<file path="config.mk">
export PLATFORM = sky130hd
export DESIGN_NAME = pic_cmd_decoder
export DESIGN_NICKNAME = d
export VERILOG_FILES = /design/src/rtl/pic_cfg_pkg.sv /design/src/rtl/pic_rank_pick.sv /design/src/rtl/pic_req_capture.sv /design/src/rtl/pic_init_seq.sv /design/src/rtl/pic_cmd_decoder.sv
export SDC_FILE = /design/constraint.sdc
export NUM_CORES = 1
export LEC_CHECK = 0
export ABC_AREA = 0
export BUFFER_PORTS_ARGS = -buffer_cell sky130_fd_sc_hd__buf_2
export CAP_MARGIN = 0
export CORE_ASPECT_RATIO = 1.1
export CORE_MARGIN = 10
export CORE_UTILIZATION = 50
export CTS_CLUSTER_DIAMETER = 50
export DETAILED_ROUTE_END_ITERATION = 16
export PLACE_DENSITY = 0.68
export SETUP_SLACK_MARGIN = 0.4
export SYNTH_ARGS = -nofsm -noshare
export SYNTH_HDL_FRONTEND = slang
export SYNTH_SLANG_ARGS = --single-unit
</file>
<file path="constraint.sdc">
create_clock -name clk -period 6.7 [get_ports clk]
set_clock_uncertainty 0.1 [all_clocks]
set_input_delay 0 -clock clk [delete_from_list [all_inputs] [get_ports clk]]
set_output_delay 0 -clock clk [all_outputs]
set_load 0.02 [all_outputs]
</file>
<file path="src/rtl/pic_cfg_pkg.sv">
package pic_cfg_pkg;

  typedef enum logic [1:0] {
    SEQ_IDLE = 2'd0,
    SEQ_BASE = 2'd1,
    SEQ_CASC = 2'd2,
    SEQ_MODE = 2'd3
  } seq_t;

  typedef enum logic [1:0] {
    W_INIT = 2'd0,
    W_MODE = 2'd1,
    W_CMD  = 2'd2
  } word_t;

  localparam logic [2:0] OP_ROT_CLR  = 3'd0;
  localparam logic [2:0] OP_EOI_ANY  = 3'd1;
  localparam logic [2:0] OP_NOP      = 3'd2;
  localparam logic [2:0] OP_EOI_ONE  = 3'd3;
  localparam logic [2:0] OP_ROT_SET  = 3'd4;
  localparam logic [2:0] OP_EOI_ROT  = 3'd5;
  localparam logic [2:0] OP_SET_OFS  = 3'd6;
  localparam logic [2:0] OP_ONE_ROT  = 3'd7;

  // bits [4:3] of an address-0 byte pick the word kind
  function automatic word_t classify(input logic [1:0] sel);
    if (sel[1])      return W_INIT;
    else if (sel[0]) return W_MODE;
    else             return W_CMD;
  endfunction

endpackage

</file>
<file path="src/rtl/pic_rank_pick.sv">
module pic_rank_pick #(
  parameter int N    = 8,
  localparam int IDXW = $clog2(N)
) (
  input  logic [N-1:0]    vec,
  input  logic [IDXW-1:0] offset,
  output logic            found,
  output logic [IDXW-1:0] line
);
  // Scan from the lowest rank (the offset itself) upward; N must be a power of two
  always_comb begin
    found = 1'b0;
    line  = '0;
    for (int k = N - 1; k >= 0; k--) begin
      if (vec[IDXW'(k) + offset]) begin
        found = 1'b1;
        line  = IDXW'(k) + offset;
      end
    end
  end
endmodule

</file>
<file path="src/rtl/pic_req_capture.sv">
module pic_req_capture #(
  parameter int N = 8
) (
  input  logic         clk,
  input  logic         rst_n,
  input  logic [N-1:0] lines,
  input  logic [N-1:0] clr,
  input  logic         clr_all,
  output logic [N-1:0] req
);
  logic [N-1:0] prev_q;
  logic [N-1:0] rise;

  assign rise = lines & ~prev_q;

  always_ff @(posedge clk) begin
    if (!rst_n) begin
      prev_q <= '0;
      req    <= '0;
    end else begin
      prev_q <= lines;
      if (clr_all) req <= '0;
      else         req <= (req & ~clr) | rise;
    end
  end

  for (genvar i = 0; i < N; i++) begin : g_chk
    assert_edge_capture_R2: assert property (@(posedge clk) disable iff (!rst_n)
      (lines[i] && !prev_q[i] && !clr_all) |=> req[i]);
    assert_held_no_set_R2: assert property (@(posedge clk) disable iff (!rst_n)
      (!req[i] && prev_q[i] && lines[i]) |=> !req[i]);
  end
endmodule

</file>
<file path="src/rtl/pic_init_seq.sv">
module pic_init_seq
  import pic_cfg_pkg::*;
#(
  parameter int DW = 8
) (
  input  logic          clk,
  input  logic          rst_n,
  input  logic          start,
  input  logic          want4_in,
  input  logic          single_in,
  input  logic          wr_hi,
  input  logic [DW-1:3] base_in,
  input  logic          nest_bit,
  input  logic          aeoi_bit,
  output logic          idle,
  output logic [DW-1:0] base,
  output logic          nested,
  output logic          aeoi
);
  seq_t step_q;
  logic want4_q, single_q;

  assign idle = (step_q == SEQ_IDLE);

  always_ff @(posedge clk) begin
    if (!rst_n) begin
      step_q   <= SEQ_IDLE;
      want4_q  <= 1'b0;
      single_q <= 1'b0;
      base     <= '0;
      nested   <= 1'b0;
      aeoi     <= 1'b0;
    end else if (start) begin
      step_q   <= SEQ_BASE;
      want4_q  <= want4_in;
      single_q <= single_in;
      base     <= '0;
      nested   <= 1'b0;
      aeoi     <= 1'b0;
    end else if (wr_hi) begin
      unique case (step_q)
        SEQ_BASE: begin
          base   <= {base_in, 3'b000};
          step_q <= !single_q ? SEQ_CASC : (want4_q ? SEQ_MODE : SEQ_IDLE);
        end
        SEQ_CASC: step_q <= want4_q ? SEQ_MODE : SEQ_IDLE;
        SEQ_MODE: begin
          nested <= nest_bit;
          aeoi   <= aeoi_bit;
          step_q <= SEQ_IDLE;
        end
        default: step_q <= SEQ_IDLE;
      endcase
    end
  end

  assert_start_enters_R3: assert property (@(posedge clk) disable iff (!rst_n)
    start |=> (step_q == SEQ_BASE));
  assert_mode_ends_R5: assert property (@(posedge clk) disable iff (!rst_n)
    (wr_hi && !start && step_q == SEQ_MODE) |=> idle);
  assert_base_path_R4: assert property (@(posedge clk) disable iff (!rst_n)
    (wr_hi && !start && step_q == SEQ_BASE && !single_q) |=> (step_q == SEQ_CASC));
endmodule

</file>
<file path="src/rtl/pic_cmd_decoder.sv">
module pic_cmd_decoder
  import pic_cfg_pkg::*;
#(
  parameter int N  = 8,
  parameter int DW = 8,
  localparam int IDXW = $clog2(N),
  localparam int PADW = DW - 1 - IDXW
) (
  input  logic          clk,
  input  logic          rst_n,
  input  logic [N-1:0]  irq_line,
  input  logic          wr_en,
  input  logic          rd_en,
  input  logic          addr,
  input  logic [DW-1:0] wr_data,
  output logic [DW-1:0] rd_data,
  output logic          rd_valid,
  output logic          int_req,
  output logic [DW-1:0] vec_base,
  output logic          init_busy,
  output logic          auto_eoi_mode,
  output logic          nested_mode,
  output logic          rot_aeoi_mode
);
  logic [N-1:0]    imr, isr, irr;
  logic [N-1:0]    imr_n, isr_n, irr_clr;
  logic [IDXW-1:0] ofs, ofs_n;
  logic            smask, smask_n, poll, poll_n, rsel, rsel_n, rot, rot_n;
  logic [DW-1:0]   rd_n;
  logic            clr_all;
  logic            seq_idle;
  word_t           kind;

  logic            req_any, eff_any, raw_any;
  logic [IDXW-1:0] req_line, eff_line, raw_line;
  logic [IDXW-1:0] req_rank, eff_rank;
  logic [N-1:0]    isr_eff;

  assign kind    = classify(wr_data[4:3]);
  assign clr_all = wr_en && !addr && (kind == W_INIT);
  assign isr_eff = smask ? (isr & ~imr) : isr;

  pic_req_capture #(.N(N)) u_req (
    .clk(clk), .rst_n(rst_n), .lines(irq_line),
    .clr(irr_clr), .clr_all(clr_all), .req(irr)
  );

  pic_init_seq #(.DW(DW)) u_seq (
    .clk(clk), .rst_n(rst_n), .start(clr_all),
    .want4_in(wr_data[0]), .single_in(wr_data[1]),
    .wr_hi(wr_en && addr), .base_in(wr_data[DW-1:3]),
    .nest_bit(wr_data[4]), .aeoi_bit(wr_data[1]),
    .idle(seq_idle), .base(vec_base), .nested(nested_mode), .aeoi(auto_eoi_mode)
  );

  pic_rank_pick #(.N(N)) u_pick_req (.vec(irr & ~imr), .offset(ofs), .found(req_any), .line(req_line));
  pic_rank_pick #(.N(N)) u_pick_eff (.vec(isr_eff),    .offset(ofs), .found(eff_any), .line(eff_line));
  pic_rank_pick #(.N(N)) u_pick_raw (.vec(isr),        .offset(ofs), .found(raw_any), .line(raw_line));

  assign req_rank = req_line - ofs;
  assign eff_rank = eff_line - ofs;
  assign int_req  = req_any && (!eff_any || (req_rank < eff_rank));
  assign init_busy     = !seq_idle;
  assign rot_aeoi_mode = rot;

  always_comb begin
    imr_n   = imr;
    isr_n   = isr;
    ofs_n   = ofs;
    smask_n = smask;
    poll_n  = poll;
    rsel_n  = rsel;
    rot_n   = rot;
    irr_clr = '0;
    rd_n    = rd_data;
    if (wr_en && !addr) begin
      unique case (kind)
        W_INIT: begin
          imr_n = '0; isr_n = '0; ofs_n = '0; smask_n = 1'b0;
          poll_n = 1'b0; rsel_n = 1'b0; rot_n = 1'b0;
        end
        W_MODE: begin
          if (wr_data[2]) poll_n  = 1'b1;
          if (wr_data[1]) rsel_n  = wr_data[0];
          if (wr_data[6]) smask_n = wr_data[5];
        end
        default: begin
          unique case (wr_data[7:5])
            OP_ROT_CLR, OP_ROT_SET: rot_n = wr_data[7];
            OP_EOI_ANY, OP_EOI_ROT: begin
              if (raw_any) begin
                isr_n[raw_line] = 1'b0;
                if (wr_data[7]) ofs_n = raw_line + IDXW'(1);
              end
            end
            OP_EOI_ONE: isr_n[wr_data[IDXW-1:0]] = 1'b0;
            OP_SET_OFS: ofs_n = wr_data[IDXW-1:0] + IDXW'(1);
            OP_ONE_ROT: begin
              isr_n[wr_data[IDXW-1:0]] = 1'b0;
              ofs_n = wr_data[IDXW-1:0] + IDXW'(1);
            end
            default: ;
          endcase
        end
      endcase
    end
    if (wr_en && addr && seq_idle) imr_n = wr_data;
    if (rd_en) begin
      if (poll) begin
        poll_n = 1'b0;
        if (int_req) begin
          rd_n = {1'b1, {PADW{1'b0}}, req_line};
          irr_clr[req_line] = 1'b1;
          if (auto_eoi_mode) begin
            if (rot) ofs_n = req_line + IDXW'(1);
          end else begin
            isr_n[req_line] = 1'b1;
          end
        end else begin
          rd_n = '0;
        end
      end else begin
        rd_n = addr ? imr : (rsel ? isr : irr);
      end
    end
  end

  always_ff @(posedge clk) begin
    if (!rst_n) begin
      imr <= '0; isr <= '0; ofs <= '0;
      smask <= 1'b0; poll <= 1'b0; rsel <= 1'b0; rot <= 1'b0;
      rd_data <= '0; rd_valid <= 1'b0;
    end else begin
      imr <= imr_n; isr <= isr_n; ofs <= ofs_n;
      smask <= smask_n; poll <= poll_n; rsel <= rsel_n; rot <= rot_n;
      rd_data <= rd_n; rd_valid <= rd_en;
    end
  end

  assert_no_rw_overlap_R13: assert property (@(posedge clk) disable iff (!rst_n)
    !(wr_en && rd_en));
  assert_rd_pulse_R13: assert property (@(posedge clk) disable iff (!rst_n)
    rd_en |=> rd_valid);
  assert_rd_quiet_R13: assert property (@(posedge clk) disable iff (!rst_n)
    !rd_en |=> !rd_valid);
  assert_poll_disarm_R9: assert property (@(posedge clk) disable iff (!rst_n)
    (rd_en && poll && !wr_en) |=> !poll);
  assert_mask_guard_R6: assert property (@(posedge clk) disable iff (!rst_n)
    (wr_en && addr && init_busy) |=> $stable(imr));
  assert_init_clears_R3: assert property (@(posedge clk) disable iff (!rst_n)
    clr_all |=> (imr == '0 && isr == '0 && irr == '0 && init_busy));
  assert_specific_eoi_R11: assert property (@(posedge clk) disable iff (!rst_n)
    (wr_en && !addr && kind == W_CMD && wr_data[7:5] == OP_EOI_ONE)
      |=> !isr[$past(wr_data[IDXW-1:0])]);
  assert_idle_when_clear_R8: assert property (@(posedge clk) disable iff (!rst_n)
    (irr & ~imr) == '0 |-> !int_req);
endmodule

</file>
### Word level (Yosys, flattened, before mapping)

Index checks and enable logic that the tools add are counted.

| storage, ports and cells | value |
|---|---|
| bits in registers | 59 |
| bits of input ports | 21 |
| output and inout bits | 22 |
| word-level logic and storage cells | 252 |

| cells by class | value |
|---|---|
| $add $sub $neg | 12 |
| $lt $le $gt $ge | 15 |
| eq/ne operators | 12 |
| multiplexer cells | 149 |
| bitwise gates (word level) | 15 |
| reduce and logical (&&, ||, !) cells | 31 |

Operators by type and width:

| operator | number |
|---|---|
| 2-to-1 mux 8 bit | 17 |
| 2-to-1 mux 3 bit | 32 |
| binary-select mux 1 bit (select 3 bit) | 24 |
| 2-to-1 mux 1 bit | 60 |
| bitwise AND 8 bit | 6 |
| < comparator 3 x 4 -> 1 bit, second input constant | 11 |
| inverter 8 bit | 5 |
| case mux 8 bit (2 select lines) | 2 |
| bitwise OR 8 bit | 2 |
| adder 3 bit, first input constant | 4 |
| equality test 3 bit, second input constant | 4 |
| case mux 3 bit (2 select lines) | 2 |
| nonzero test 2 bit | 5 |
| OR reduction 2 bit | 5 |
| adder 3 x 1 -> 3 bit, second input constant | 3 |
| demux 1 bit (select 3 bit) | 3 |
| greater-or-equal comparator 3 x 1 -> 1 bit, second input constant | 3 |
| AND reduction 3 bit | 3 |
| logical AND 1 bit | 8 |
| 2-to-1 mux 2 bit | 4 |
| case mux 1 bit (2 select lines) | 4 |
| adder 2 x 3 -> 3 bit, first input constant | 2 |
| AND reduction 2 bit | 3 |
| subtractor 3 bit | 2 |
| other kinds (13) | 20 |

### Logic depth before layout (Yosys ltp)

| depth | value |
|---|---|
| word-level depth | 26 |
| gate-level depth with buffers | 24 |
| gate-level depth less buffers | 18 |

### By module

A second synthesis with hierarchy kept.

| unflattened totals | value |
|---|---|
| cell total of the unflattened synthesis | 672 |
| area, all modules | 5685.5 um^2 |

Modules (own cells, without submodules):

| module | times used | cells each | area an instance (um^2) | seq. area each (um^2) |
|---|---|---|---|---|
| pic_rank_pick | 3 | 90 | 782.0 | 0.0 |
| pic_cmd_decoder | 1 | 290 | 2250.9 | 640.6 |
| pic_req_capture | 1 | 50 | 558.0 | 320.3 |
| pic_init_seq | 1 | 62 | 530.5 | 220.2 |

### Worst setup path after synthesis

No wires, ideal clock.

| timing | value |
|---|---|
| path type | register to register |
| start | register ofs[1] |
| end | register ofs[1] |
| library setup time | 0.119 ns |
| arrival time | 5.168 ns |
| required time | 6.481 ns |
| slack | 1.313 ns |
| cell stages (with the launch flop) | 22 |
| path buffers | 4 |
| period minus slack after synthesis | 5.387 ns |
| path through | dfxtp_1 > clkinv_1 > clkbuf_1 > ha_1 > buf_2 > xor2_1 > clkbuf_1 > nand2_1 > a21oi_1 > mux2i_1 > a2111o_1 > a31oi_1 > o22ai_1 > fa_1 > and3_1 > a221o_1 > ha_1 > nor2b_1 > o22a_1 > or3_1 > clkbuf_1 > o221a_1 |

| between the ends | value |
|---|---|
| word-level cells in the longest chain between the ends | 22 |
| elaborated cells on any way between the ends | 121 |
| those cells by class | add/sub (11); order compare (1); mux (106); reduce/logical (3) |

RTL lines:

| element | line | source |
|---|---|---|
| start: declaration | pic_cmd_decoder.sv:27 | `logic [IDXW-1:0] ofs, ofs_n;` |
| start signal: assignment | pic_cmd_decoder.sv:134 | `imr <= imr_n; isr <= isr_n; ofs <= ofs_n;` |
| adder 3 bit | pic_rank_pick.sv:15, pic_rank_pick.sv:17 |  |
| binary-select mux 1 bit (select 3 bit) | pic_rank_pick.sv:15 | `if (vec[IDXW'(k) + offset]) begin` |
| 2-to-1 mux 1 bit (implied by the code) | pic_rank_pick.sv:15 |  |
| 2-to-1 mux 3 bit (8 in a row) | pic_rank_pick.sv:15 |  |
| adder 3 x 1 -> 3 bit | pic_cmd_decoder.sv:93 | `if (wr_data[7]) ofs_n = raw_line + IDXW'(1);` |
| 2-to-1 mux 3 bit | pic_cmd_decoder.sv:93 |  |
| 2-to-1 mux 3 bit | pic_cmd_decoder.sv:91 | `if (raw_any) begin` |
| case mux 3 bit (2 select lines) | pic_cmd_decoder.sv:88 | `unique case (wr_data[7:5])` |
| case mux 3 bit (2 select lines) | pic_cmd_decoder.sv:77 | `unique case (kind)` |
| 2-to-1 mux 3 bit | pic_cmd_decoder.sv:76 | `if (wr_en && !addr) begin` |
| 2-to-1 mux 3 bit | pic_cmd_decoder.sv:115 | `if (rot) ofs_n = req_line + IDXW'(1);` |
| 2-to-1 mux 3 bit | pic_cmd_decoder.sv:114 | `if (auto_eoi_mode) begin` |
| 2-to-1 mux 3 bit | pic_cmd_decoder.sv:111 | `if (int_req) begin` |
| 2-to-1 mux 3 bit | pic_cmd_decoder.sv:109 | `if (poll) begin` |
| 2-to-1 mux 3 bit * | pic_cmd_decoder.sv:108 | `if (rd_en) begin` |

Every way passes the cells marked *; elsewhere a longest branch is shown, timed or not. The select of a mux whose other input is x is not followed.
A chain may end at the register's enable or synchronous reset.

### Final worst setup path

Same ends and word-level chain as after synthesis.

==> metrics.csv <==
stage,metric,value,unit
detailed_routing,initialDrtViolationCount,526,
grt,grt_pass1_wl,30.7,mm
grt,met2_usage,0.362,
pwr,max-vdd-ir-drop,0.000303,V
pwr,powerDensity,164,mW/mm²
critical_path,cp.required,6.81,ns
finish,final_common_cell,a21oi_1,
pwr,leakage,2.67,nW
clocking,cts_sinks,59,
sta,relSlewSlack,0.458,
finish,final_cell_mix,"57 x a21oi_1, 56 x dfxtp_1, 51 x nand2_1, 50 x mux2i_1, 46 x nor2_1",
sta,setup_viol,0,
synth,synth_edf_count,0,
pwr,p_int,795,µW
grt,track_usage,0.216,
worst_hold_path,worstHoldPathCells,3,
synth,ys_ff_latch,59,
synth,netlist_instances,726,
clocking,cts_buffer_depth,2,
grt,antenna_found_initial,0,
critical_path,end_kind,flip-flop,
critical_path,reg2reg_depth,19,
synth,yosysTopAreaCell,dfxtp_1,
sta,max_freq,173,MHz
critical_path,crit_arrival,5.88,ns
detailed_routing,dr.pass1.iters,5,
sta,worst_pin_slew,0.813,ns
detailed_routing,vias,6005,
grt,grt_max_degree,54,
detailed_routing,ant_nets,0,
clocking,cts_htree_levels,3,
clocking,cts_buffers,9,
detailed_routing,wl_per_cell,20.8,µm
pwr,p_sw,314,µW
finish,diodes,0,
pwr,p_clk_frac,0.447,
finish,regArea,0.00118,mm²
finish,final_cells,907,
critical_path,worst-setup-path-type,reg -> reg,
die,dieArea,0.0169,mm²
critical_path,crit_path_end,ofs[1]$_SDFF_PN0_,
grt,gr-usage-met3,0.0325,
synth,synth_compound_area_frac,0.252,
die,die_h,135,µm
critical_path,crit_path_start,ofs[1]$_SDFF_PN0_,
sta,hold_viol,0,
die,rows,42,
critical_path,rr_endpoint,ofs[1]$_SDFF_PN0_,
clocking,postCtsSetupBuffers,0,
flow_run,cap_violations,0,
clocking,cts.clk_slew.worst_paths,0.05,ns
critical_path,rrSetupSlack,0.93,ns
sta,fin_crit,5.77,ns
outcome,status,"complete, no violations",
grt,use_met1,0.268,
synth,synthAdderAreaFrac,0.0335,
synth,ys.flop_type,dfxtp_1,
synth,synth_area_per_cell,8.34,µm²
clocking,insertion_delay,0.33,ns
pwr,swShare,0.283,
finish,area_delta_synth_final,11.5,%
finish,final_layout_size_suffix_gt1_frac,0.173,
synth,synth_mux_area_frac,0.223,
synth,async_reset_ff_frac,0,
pwr,pwr-share-comb,0.208,
grt,grt_pass1_vias,5922,
detailed_routing,vias_per_cell,6.62,
synth,netlist_area,0.00605,mm²
critical_path,start_kind,flip-flop,
placement,dp_hpwl,13.6,mm
synth,synth_top_family_by_area,compound AO/OA/AOI/OAI gates,
grt,grt_overflow,0,
clocking,cts_root_buffer,clkbuf_16,
synth,yosys_warnings,0,
synth,synth_cell_types,88,
die,initial_utilization,0.507,
finish,nFillCells,1045,
die,die_x,125,µm
placement,portBuffers,39,
pwr,totalPowerFinal,1.11,mW
sta,finalMaxSlewViolations,0,
sta,tns,0,ns
critical_path,cp_max_fo,24,
finish,fin_nets,784,
detailed_routing,drt-total-wl,18.9,mm
detailed_routing,drc,0,
synth,synth_top_area_frac,0.195,
placement,gp_congestion,0.951,
placement,dp.cells,873,
clocking,cts_tree,done,
sta,period_share,0.861,
finish,multi_input_area,0.00453,mm²
synth,synth-simple-area-share,0.221,
synth,ys_seq_area_frac,0.195,
die,ios,43,
worst_hold_path,min-delay-path-class,in -> reg,
die,coreArea,0.0119,mm²
critical_path,regToRegStartpoint,ofs[1]$_SDFF_PN0_,
synth,synth-xor-area-share,0.0128,
sta,rsz0062_at_grt,no,
grt,grt.busiest_layer,met2,
synth,synth.area.top_cells,"dfxtp_1 20%, mux4_2 9.7%, mux2i_1 8.3%",
pwr,power_frac_seq,0.344,
## Yosys cell counts, drive strengths merged (10+ instances only)
cell type / instances
mux2i: 51
nand2b: 21
o21ai: 42
a31oi: 10
o211ai: 10
nand3: 18
mux2: 19
a21o: 11
ha: 13
clkbuf: 31
nor2: 46
nor2b: 35
and2: 24
inv: 18
dfxtp: 59
a211oi: 13
buf: 26
a22oi: 14
a21oi: 57
mux4: 27
nor3: 15
nand2: 51
## routing by layer
layer | up-vias | routed length (µm)
met2 | 327 | 9100
met5 | - | 0
li1 | 2789 | -
met4 | 0 | 588
met1 | 2833 | 7790
met3 | 56 | 1390
## worst min path at each step
stage,from,end,slack [ns]
floorplan,irq_line[0],u_req.prev_q[0]$_SDFF_PN0_,0.02
global placement,irq_line[4],u_req.prev_q[4]$_SDFF_PN0_,0.11
detailed placement,irq_line[4],u_req.prev_q[4]$_SDFF_PN0_,0.11
CTS,wr_data[4],u_seq.base[4]$_SDFFE_PP0P_,0.01
global route,wr_data[6],imr[6]$_SDFFE_PN0P_,0.03
finish,wr_data[4],u_seq.base[4]$_SDFFE_PP0P_,0.01
## power groups by stage
| stage | clock (mW) | combinational [mW] | sequential (mW) |
|---|---|---|---|
| 2_1_floorplan | 0 | 0.163 | 0.384 |
| 3_3_place_gp | 0 | 0.216 | 0.388 |
| 3_5_place_dp | 0 | 0.219 | 0.389 |
| 4_1_cts | 0.498 | 0.227 | 0.381 |
| 5_1_grt | 0.514 | 0.253 | 0.383 |
| 6_report | 0.496 | 0.231 | 0.382 |
## worst max-delay path, stage by stage, from the launching register on
cell and delay (ns):
dfxtp_2 0.66, clkinv_1 0.13, buf_4 0.25, ha_1 0.36
xor2_1 0.51, buf_4 0.27, nand2_1 0.06, a21oi_1 0.16
mux2i_1 0.09, a2111o_1 0.42, a31oi_1 0.14, o22ai_1 0.12
fa_1 0.44, and3_1 0.18, a221o_1 0.29, ha_1 0.26
nor2b_1 0.13, o22a_1 0.28, or3_1 0.52, o221a_1 0.29
## final cells by class
class,count,area share
clock buffers,12,0.0365
clock inverters,4,0.0109
inverters,19,0.0106
multi-input cells,593,0.671
flip-flops and latches,59,0.176
well taps,154,0.0286
repair buffers,66,0.0662
## registers in the layout (all words and copies together) (netlist names)
name	cells
imr	8
isr	8
ofs	3
poll	1
rd_data	8
rd_valid	1
rot_aeoi_mode	1
rsel	1
smask	1
u_req.prev_q	8
u_req.req	8
u_seq.aeoi	1
u_seq.base	5
u_seq.nested	1
u_seq.single_q	1
u_seq.step_q	2
u_seq.want4_q	1
## cell families after synthesis
kind of cell	count (synthesis)
muxes	97
AOI/OAI and AO/OA	222
DFF	59
other	1
adders and majority gates	15
and+or+nand+nor	248
buffers and inverters	76
xor gates and xnor gates	8
## repair_timing
item / 4_1_cts / 5_1_grt
hold endpoints to repair: 22 / 0
hold buffers: 18 / 0
resized for setup: 0 / 2
endpoints found under the setup margin: 0 / 7
## through the flow
step / worst slack (ns) / util / hold slack [ns] / cell area [µm²]
2_1_floorplan: 1.31 / - / 0.0217 / 6060
3_3_place_gp: 0.733 / 0.522 / 0.109 / 6230
3_5_place_dp: 0.770 / 0.522 / 0.114 / 6230
4_1_cts: 0.737 / 0.564 / 0.0121 / 6730
5_1_grt: 0.454 / 0.565 / 0.0350 / 6750
6_report: 0.929 / 0.565 / 0.0149 / 6750
(Power assumes the default switching activity.)
